**src/rtl/lps_pkg.sv**
```systemverilog
package lps_pkg;
   typedef enum logic [1:0] {
      LS_QUIET  = 2'd0,
      LS_DETECT = 2'd1,
      LS_POLL   = 2'd2,
      LS_CFG    = 2'd3
   } lseq_state_t;

   localparam logic [1:0] OSK_TS1 = 2'b01;
   localparam logic [1:0] OSK_TS2 = 2'b10;
endpackage

```
**src/rtl/lps_sat_ctr.sv**
```systemverilog
module lps_sat_ctr #(
   parameter int unsigned LIMIT = 16
) (
   input  logic clk,
   input  logic rst_n,
   input  logic clr,
   input  logic inc,
   output logic done
);
   localparam int W = $clog2(LIMIT + 1);

   if (LIMIT < 1) begin : g_bad_limit
      $error("lps_sat_ctr: LIMIT must be at least 1");
   end

   logic [W-1:0] cnt_q;

   assign done = (cnt_q == W'(LIMIT));

   always_ff @(posedge clk) begin
      if (!rst_n)            cnt_q <= '0;
      else if (clr)          cnt_q <= '0;
      else if (inc && !done) cnt_q <= cnt_q + W'(1);
   end

   // the count saturates at its limit
   p_no_overflow_r2: assert property (@(posedge clk) disable iff (!rst_n)
      cnt_q <= W'(LIMIT));
endmodule

```
**src/rtl/lps_lane_run.sv**
```systemverilog
module lps_lane_run
   import lps_pkg::*;
#(
   parameter int unsigned RUN_LEN = 8
) (
   input  logic       clk,
   input  logic       rst_n,
   input  logic       clr,
   input  logic       en,
   input  logic       os_valid,
   input  logic [1:0] os_kind,
   input  logic       os_inv,
   output logic       run_done
);
   localparam int W = $clog2(RUN_LEN + 1);

   if (RUN_LEN < 1) begin : g_bad_run
      $error("lps_lane_run: RUN_LEN must be at least 1");
   end

   logic [W-1:0] run_q;
   logic         is_ts;

   assign is_ts    = (os_kind == OSK_TS1) || (os_kind == OSK_TS2);
   assign run_done = (run_q == W'(RUN_LEN));

   always_ff @(posedge clk) begin
      if (!rst_n)                 run_q <= '0;
      else if (clr)               run_q <= '0;
      else if (en && os_valid) begin
         if (!is_ts)              run_q <= '0;
         else if (!run_done)      run_q <= run_q + W'(1);
      end
   end

   // a non-training set empties the run
   p_run_clear_r9: assert property (@(posedge clk) disable iff (!rst_n)
      (!clr && en && os_valid && !is_ts) |=> (run_q == '0));

   // complemented training sets still extend the run
   p_inv_counts_r8: assert property (@(posedge clk) disable iff (!rst_n)
      (!clr && en && os_valid && is_ts && os_inv && !run_done)
      |=> (run_q == $past(run_q) + W'(1)));
endmodule

```
**src/rtl/link_poll_seq.sv**
```systemverilog
module link_poll_seq
   import lps_pkg::*;
#(
   parameter int unsigned LANES        = 8,
   parameter int unsigned QUIET_CYCLES = 2400000,
   parameter int unsigned TX_TARGET    = 1024,
   parameter int unsigned RUN_LEN      = 8
) (
   input  logic               clk,
   input  logic               rst_n,
   input  logic [LANES-1:0]   rx_present,
   input  logic [LANES-1:0]   eidle_exit,
   input  logic [LANES-1:0]   os_valid,
   input  logic [2*LANES-1:0] os_kind,
   input  logic [LANES-1:0]   os_inverted,
   input  logic               ts1_sent,
   output logic [1:0]         ltssm_state,
   output logic [LANES-1:0]   tx_lane_en,
   output logic               poll_done
);
   if (LANES < 1 || LANES > 8) begin : g_bad_lanes
      $error("link_poll_seq: LANES must be 1 to 8");
   end

   lseq_state_t      state_q, state_d;
   logic [LANES-1:0] mask_q;
   logic [LANES-1:0] run_done;
   logic             quiet_done, tx_done, all_runs;
   logic             in_quiet, in_detect, in_poll;

   assign in_quiet  = (state_q == LS_QUIET);
   assign in_detect = (state_q == LS_DETECT);
   assign in_poll   = (state_q == LS_POLL);

   lps_sat_ctr #(.LIMIT(QUIET_CYCLES)) u_quiet_tmr (
      .clk (clk), .rst_n (rst_n),
      .clr (!in_quiet), .inc (in_quiet),
      .done (quiet_done)
   );

   lps_sat_ctr #(.LIMIT(TX_TARGET)) u_tx_cnt (
      .clk (clk), .rst_n (rst_n),
      .clr (in_detect), .inc (in_poll && ts1_sent),
      .done (tx_done)
   );

   for (genvar g = 0; g < LANES; g++) begin : g_lane
      lps_lane_run #(.RUN_LEN(RUN_LEN)) u_run (
         .clk      (clk),
         .rst_n    (rst_n),
         .clr      (in_detect),
         .en       (in_poll),
         .os_valid (os_valid[g]),
         .os_kind  (os_kind[2*g +: 2]),
         .os_inv   (os_inverted[g]),
         .run_done (run_done[g])
      );
   end

   assign all_runs = &(run_done | ~mask_q);

   always_comb begin
      state_d = state_q;
      unique case (state_q)
         LS_QUIET:  if (quiet_done || (|eidle_exit)) state_d = LS_DETECT;
         LS_DETECT: state_d = (|rx_present) ? LS_POLL : LS_QUIET;
         LS_POLL:   if (tx_done && all_runs) state_d = LS_CFG;
         LS_CFG:    state_d = LS_CFG;
         default:   state_d = LS_QUIET;
      endcase
   end

   always_ff @(posedge clk) begin
      if (!rst_n) begin
         state_q <= LS_QUIET;
         mask_q  <= '0;
      end else begin
         state_q <= state_d;
         if (in_detect) mask_q <= rx_present;
      end
   end

   assign ltssm_state = state_q;
   assign tx_lane_en  = (state_q == LS_POLL || state_q == LS_CFG) ? mask_q : '0;
   assign poll_done   = (state_q == LS_CFG);

   // active detect never lasts two cycles
   p_detect_once_r4: assert property (@(posedge clk) disable iff (!rst_n)
      in_detect |=> (state_q != LS_DETECT));

   // quiet holds while neither the timer nor an idle exit fires
   p_quiet_hold_r2: assert property (@(posedge clk) disable iff (!rst_n)
      (in_quiet && !quiet_done && !(|eidle_exit)) |=> (state_q == LS_QUIET));

   // no exit before the sent count is complete
   p_tx_gate_r6: assert property (@(posedge clk) disable iff (!rst_n)
      (in_poll && !tx_done) |=> (state_q == LS_POLL));

   // no exit while a masked lane run is short
   p_run_gate_r7: assert property (@(posedge clk) disable iff (!rst_n)
      (in_poll && !all_runs) |=> (state_q == LS_POLL));

   // configuration is held until reset
   p_cfg_hold_r10: assert property (@(posedge clk) disable iff (!rst_n)
      (state_q == LS_CFG) |=> (state_q == LS_CFG && poll_done));
endmodule

```
**config.mk**
```make
export PLATFORM = sky130hd
export DESIGN_NAME = link_poll_seq
export DESIGN_NICKNAME = d
export VERILOG_FILES = /design/src/rtl/lps_pkg.sv /design/src/rtl/lps_sat_ctr.sv /design/src/rtl/lps_lane_run.sv /design/src/rtl/link_poll_seq.sv
export SDC_FILE = /design/constraint.sdc
export NUM_CORES = 1
export LEC_CHECK = 0
export BUFFER_PORTS_ARGS = -buffer_cell sky130_fd_sc_hd__buf_2
export CAP_MARGIN = 20
export CORE_ASPECT_RATIO = 0.6
export CORE_MARGIN = 4
export CORE_UTILIZATION = 52
export CTS_BUF_LIST = sky130_fd_sc_hd__clkbuf_4
export DETAILED_ROUTE_END_ITERATION = 6
export HOLD_SLACK_MARGIN = 0.1
export PLACE_DENSITY = 0.7
export REMOVE_ABC_BUFFERS = 1
export SYNTH_ARGS = -nofsm -noshare
export SYNTH_HDL_FRONTEND = slang
export SYNTH_SLANG_ARGS = --single-unit
```
**constraint.sdc**
```tcl
create_clock -name clk -period 2.7 [get_ports clk]
set_input_delay 0.135 -clock clk [delete_from_list [all_inputs] [get_ports clk]]
set_output_delay 0.135 -clock clk [all_outputs]
set_load 0.1 [all_outputs]
```
==> results.txt <==
- Summing the areas of all fa, ha and maj instances in the mapped netlist gives 6.43% of the synthesized area.
- 0 antenna diodes ended up in the layout.
- Final Max Slew Viols: 0
- Worst reg-to-reg setup slack: between 0.6 and 0.7 ns
- Unrepaired setup endpoints after global routing: no
* Iteration-0 DRC Markers: roughly 200
- Data on the critical path is required at its endpoint by approximately 3.1 ns.
- Standby leakage power: 1.70 nW
* Port-buffer cells: 53
- In this run, distinct cell masters in the synthesized netlist total 42.
* Number of global-route vias before repair: between 3000 and 4000
- DP HPWL: roughly 6.0 mm
* Global-route usage over all layers: approximately 20%
- Final WL: around 8.5 mm
* Total negative slack for setup checks: 0 ns
- Main flop type after synthesis: dfxtp_1
- Across all hold checks on the routed design, the worst slack comes to around 0.12 ns.
* # nets final: about 620
* Warning count from the yosys run: 0
- For this run, the detailed router's first-pass iteration total came to 4.
- In the routed layout, each cell is associated on average with a via count of 5.28.
* Pin count of the biggest net entering global routing: 22
- Worst Path Arrival: approximately 2.4 ns
* Post-route clock period utilization: about three quarters
* Compound-gate portion of the synthesized area: around a tenth
- In this run the standard cell core region covers about 0.0073 mm^2.
- Maximum achievable frequency: between 400 and 500 MHz
- By area, the combinational part of the netlist is dominated by simple AND/OR/NAND/NOR gates.
* Largest incremental delay on the critical path: approximately 0.74 ns
* P_int: around 1.5 mW
- For hold timing, the worst endpoint is ltssm_state[0].
- Number of antenna violations at the first check in global routing: 0
- Across all layers, the routed design uses 3450 vias.
* Reg-to-reg critical path startpoint: ltssm_state[1]
* Result of the run: completed
- Clock tree synthesis found a total of 75 sinks.
- Measured in cells, the most critical reg-to-reg path has a length of 5.
- TritonCTS built the clock tree.
- VDD sags by at most ~0.25 mV.
- The worst setup path is captured at a flip-flop.
- Headroom to the max-slew limit: 52.5%
- Maximum buffer depth of the clock tree: 2
* Number of max-capacitance violations reported: 0
- After detailed routing, the average wire length per cell comes to approximately 13 um.
* Commonest cells after routing, fill and taps aside: 75 x dfxtp_1, 64 x nor2_1, 53 x buf_2
* Fraction of final layout cells sized beyond drive strength 1: approximately 14%
- The root buffer cell chosen for the clock tree is clkbuf_4.
* Wire length of the first global-routing pass: 14.6 mm
- Overflow left after global routing: 0
- Post-route ant nets: 0
- At the later pin of the worst-skew pair, clock insertion delay measures ~0.42 ns.
- Logic pwr share: around 16%
* Class of the tightest hold or removal check: in -> reg
* Critical path fanouts, max: 20
* Synth top area share: roughly 39%
- Ranking of synthesized cells by area: dfxtp_1 39%, ha_1 6.4%, nor2_1 6.2%, xnor2_1 5.9%, xor2_1 4.7%
- Chip height: around 75 um
- The worst setup path is of the reg -> reg kind.
- Cell area after synthesis: just under 0.004 mm^2
- EDFF count, synth: 0
* Final core utilization: between 60% and 70%
- STA classifies the critical path startpoint as a flip-flop.
- Simple-gate portion of the synthesized area: between 20% and 30%
- Top-Level Pins: slightly above 60
- The critical path goes through nand2b_1, buf_4, nand2_1, a21boi_0, dlygate4sd3_1.
- Clock skew on the completed layout was measured at about 0.010 ns.
- The number of clock buffers added by TritonCTS is 9.
* Share of synthesized registers carrying an async set or reset: 0%
* Xor/xnor share of the synthesized area: 10.6%
- Of the total power, the share spent switching nets is between 20% and 30%.
- Fin crit period: roughly 2.1 ns
* Start point of the worst min-delay path: eidle_exit[6]
- The area growth from synthesis to layout is 17.4%.
* Die area: ~0.009 mm^2
* Routability-driven placement congestion ratio: about 0.84
* Width of the die: 120 um
- Proportion of synthesized area in mux cells: about 1.6%
* Flip-flop and latch count after synthesis: between 70 and 80
- CTS built an H-tree with a depth of 3.
* Fill cell count: 657
* Post-CTS Setup Inserts: 0
* Net switching power of the design: approximately 620 uW
- Power Dens Cells: around 450 mW/mm^2
- Cell at the slowest stage of the critical path: dfxtp_1
- Synthesis handed over a netlist of roughly 470 instances.
* Row count: 24
- After detailed routing, the number of remaining DRC violations is 0.
* Fraction of power consumed by sequential logic: 56.2%
* Transition time at the pin with the least slew margin: between 0.7 and 0.8 ns
- Number of cells on the worst hold path: 5
- FF-to-FF End: mask_q[2]
- The library cell used most frequently in the layout, excluding fill and tap cells, is dfxtp_1.
- After clock tree synthesis, the clock-pin slew on the worst setup and hold paths is 0.11 ns.
- Final setup vio count: 0
- In this run the mean area of a mapped cell was 8.29 um^2.
- Sequential area share after synthesis: 38.6%
- Top cell type by total area after synthesis: dfxtp_1
- Count of endpoints failing hold in the final timing report: 0
- Once the floorplan was initialized, standard cells occupied between 50% and 60% of the core.
- The share of total power dissipated in the clock network is between 20% and 30%.
registers in the layout, indices dropped and copies added (netlist names):
signal              count
g_lane.u_run.run_q     32
u_quiet_tmr.cnt_q      22
u_tx_cnt.cnt_q         11
mask_q                  8
ltssm_state             2
worst max-delay path by stage:
stage                    startpoint  cells after the start                  endpoint
4_1_cts        u_quiet_tmr.cnt_q[9]                      5     u_quiet_tmr.cnt_q[21]
5_1_grt              ltssm_state[1]                      6  g_lane[7].u_run.run_q[2]
3_3_place_gp   u_quiet_tmr.cnt_q[9]                      5     u_quiet_tmr.cnt_q[21]
6_report             ltssm_state[1]                      5                 mask_q[2]
2_1_floorplan        ltssm_state[1]                      5  g_lane[1].u_run.run_q[2]
3_5_place_dp   u_quiet_tmr.cnt_q[9]                      5     u_quiet_tmr.cnt_q[21]
what timing repair did:
action	in CTS	in global routing
endpoints found under the hold margin	22	0
hold buffers	22	0
gates resized for setup	0	0
cell families after synthesis:
logic type / after synthesis
buffers and inverters: 46
DFF: 75
xor gates and xnor gates: 47
and+or+nand+nor: 210
adders and majority gates: 20
AOI/OAI and AO/OA: 65
muxes: 6
layer usage:
layer	wire length [um]	global-route usage [%]	up-vias
li1	-	-	1770
met2	3850	33.3	63
met5	0	0	-
met4	114	7.61	0
met1	4190	26.5	1604
met3	384	5.41	13
critical path, delay by kind of cell (launching register included):
family,cells,cell delay [ns]
AOI/OAI and AO/OA,1,0.22
buffers and inverters,2,0.77
DFF,1,0.74
and+or+nand+nor,2,0.27
cell type report:
cell class | instances | area (um^2) | area share (%)
Multi-Input combinational cell | 348 | 2190 | 48.0
Sequential cell | 75 | 1500 | 32.9
Timing Repair Buffer | 80 | 523 | 11.4
Tap cell | 104 | 130 | 2.85
Inverter | 31 | 116 | 2.55
Clock buffer | 11 | 82.6 | 1.81
Clock inverter | 5 | 20.0 | 0.438
power groups by stage:
stage / combinational (mW) / clock [mW] / sequential [mW]
final: 0.341 / 0.566 / 1.16
after global routing: 0.375 / 0.639 / 1.17
after CTS: 0.339 / 0.582 / 1.16
after detailed placement: 0.310 / 0 / 1.19
after global placement: 0.302 / 0 / 1.19
after floorplan: 0.183 / 0 / 1.20
synth_stat cells, types with 2 or more instances:
cell type,number
a21boi_0,8
a21oi_1,21
a22oi_1,3
a41oi_1,3
and2_1,11
and3_1,4
clkbuf_1,11
clkbuf_8,2
dfxtp_1,75
ha_1,20
inv_1,31
mux2i_1,5
nand2_1,42
nand2b_1,2
nand3_1,21
nand3b_1,9
nand4_1,17
nor2_1,64
nor2b_1,3
nor3_1,3
nor4_1,9
nor4bb_1,3
o211ai_1,5
o21a_1,2
o21ai_0,14
o31ai_1,6
or2_2,3
or3_1,8
or4_1,6
xnor2_1,26
xor2_1,21
per-stage QoR:
step / total power, mW / worst slack (ns) / cell area, um^2 / std cells
final: 2.07 / 0.644 / 4570 / 654
after global routing: 2.18 / 0.453 / 4570 / 654
after CTS: 2.08 / 0.684 / 4570 / 654
after detailed placement: 1.50 / 0.725 / 4250 / 616
after global placement: 1.49 / 0.755 / 4250 / 616
after floorplan: 1.39 / 0.118 / 3810 / 454
No activity file was read; power rests on OpenSTA's default activity.
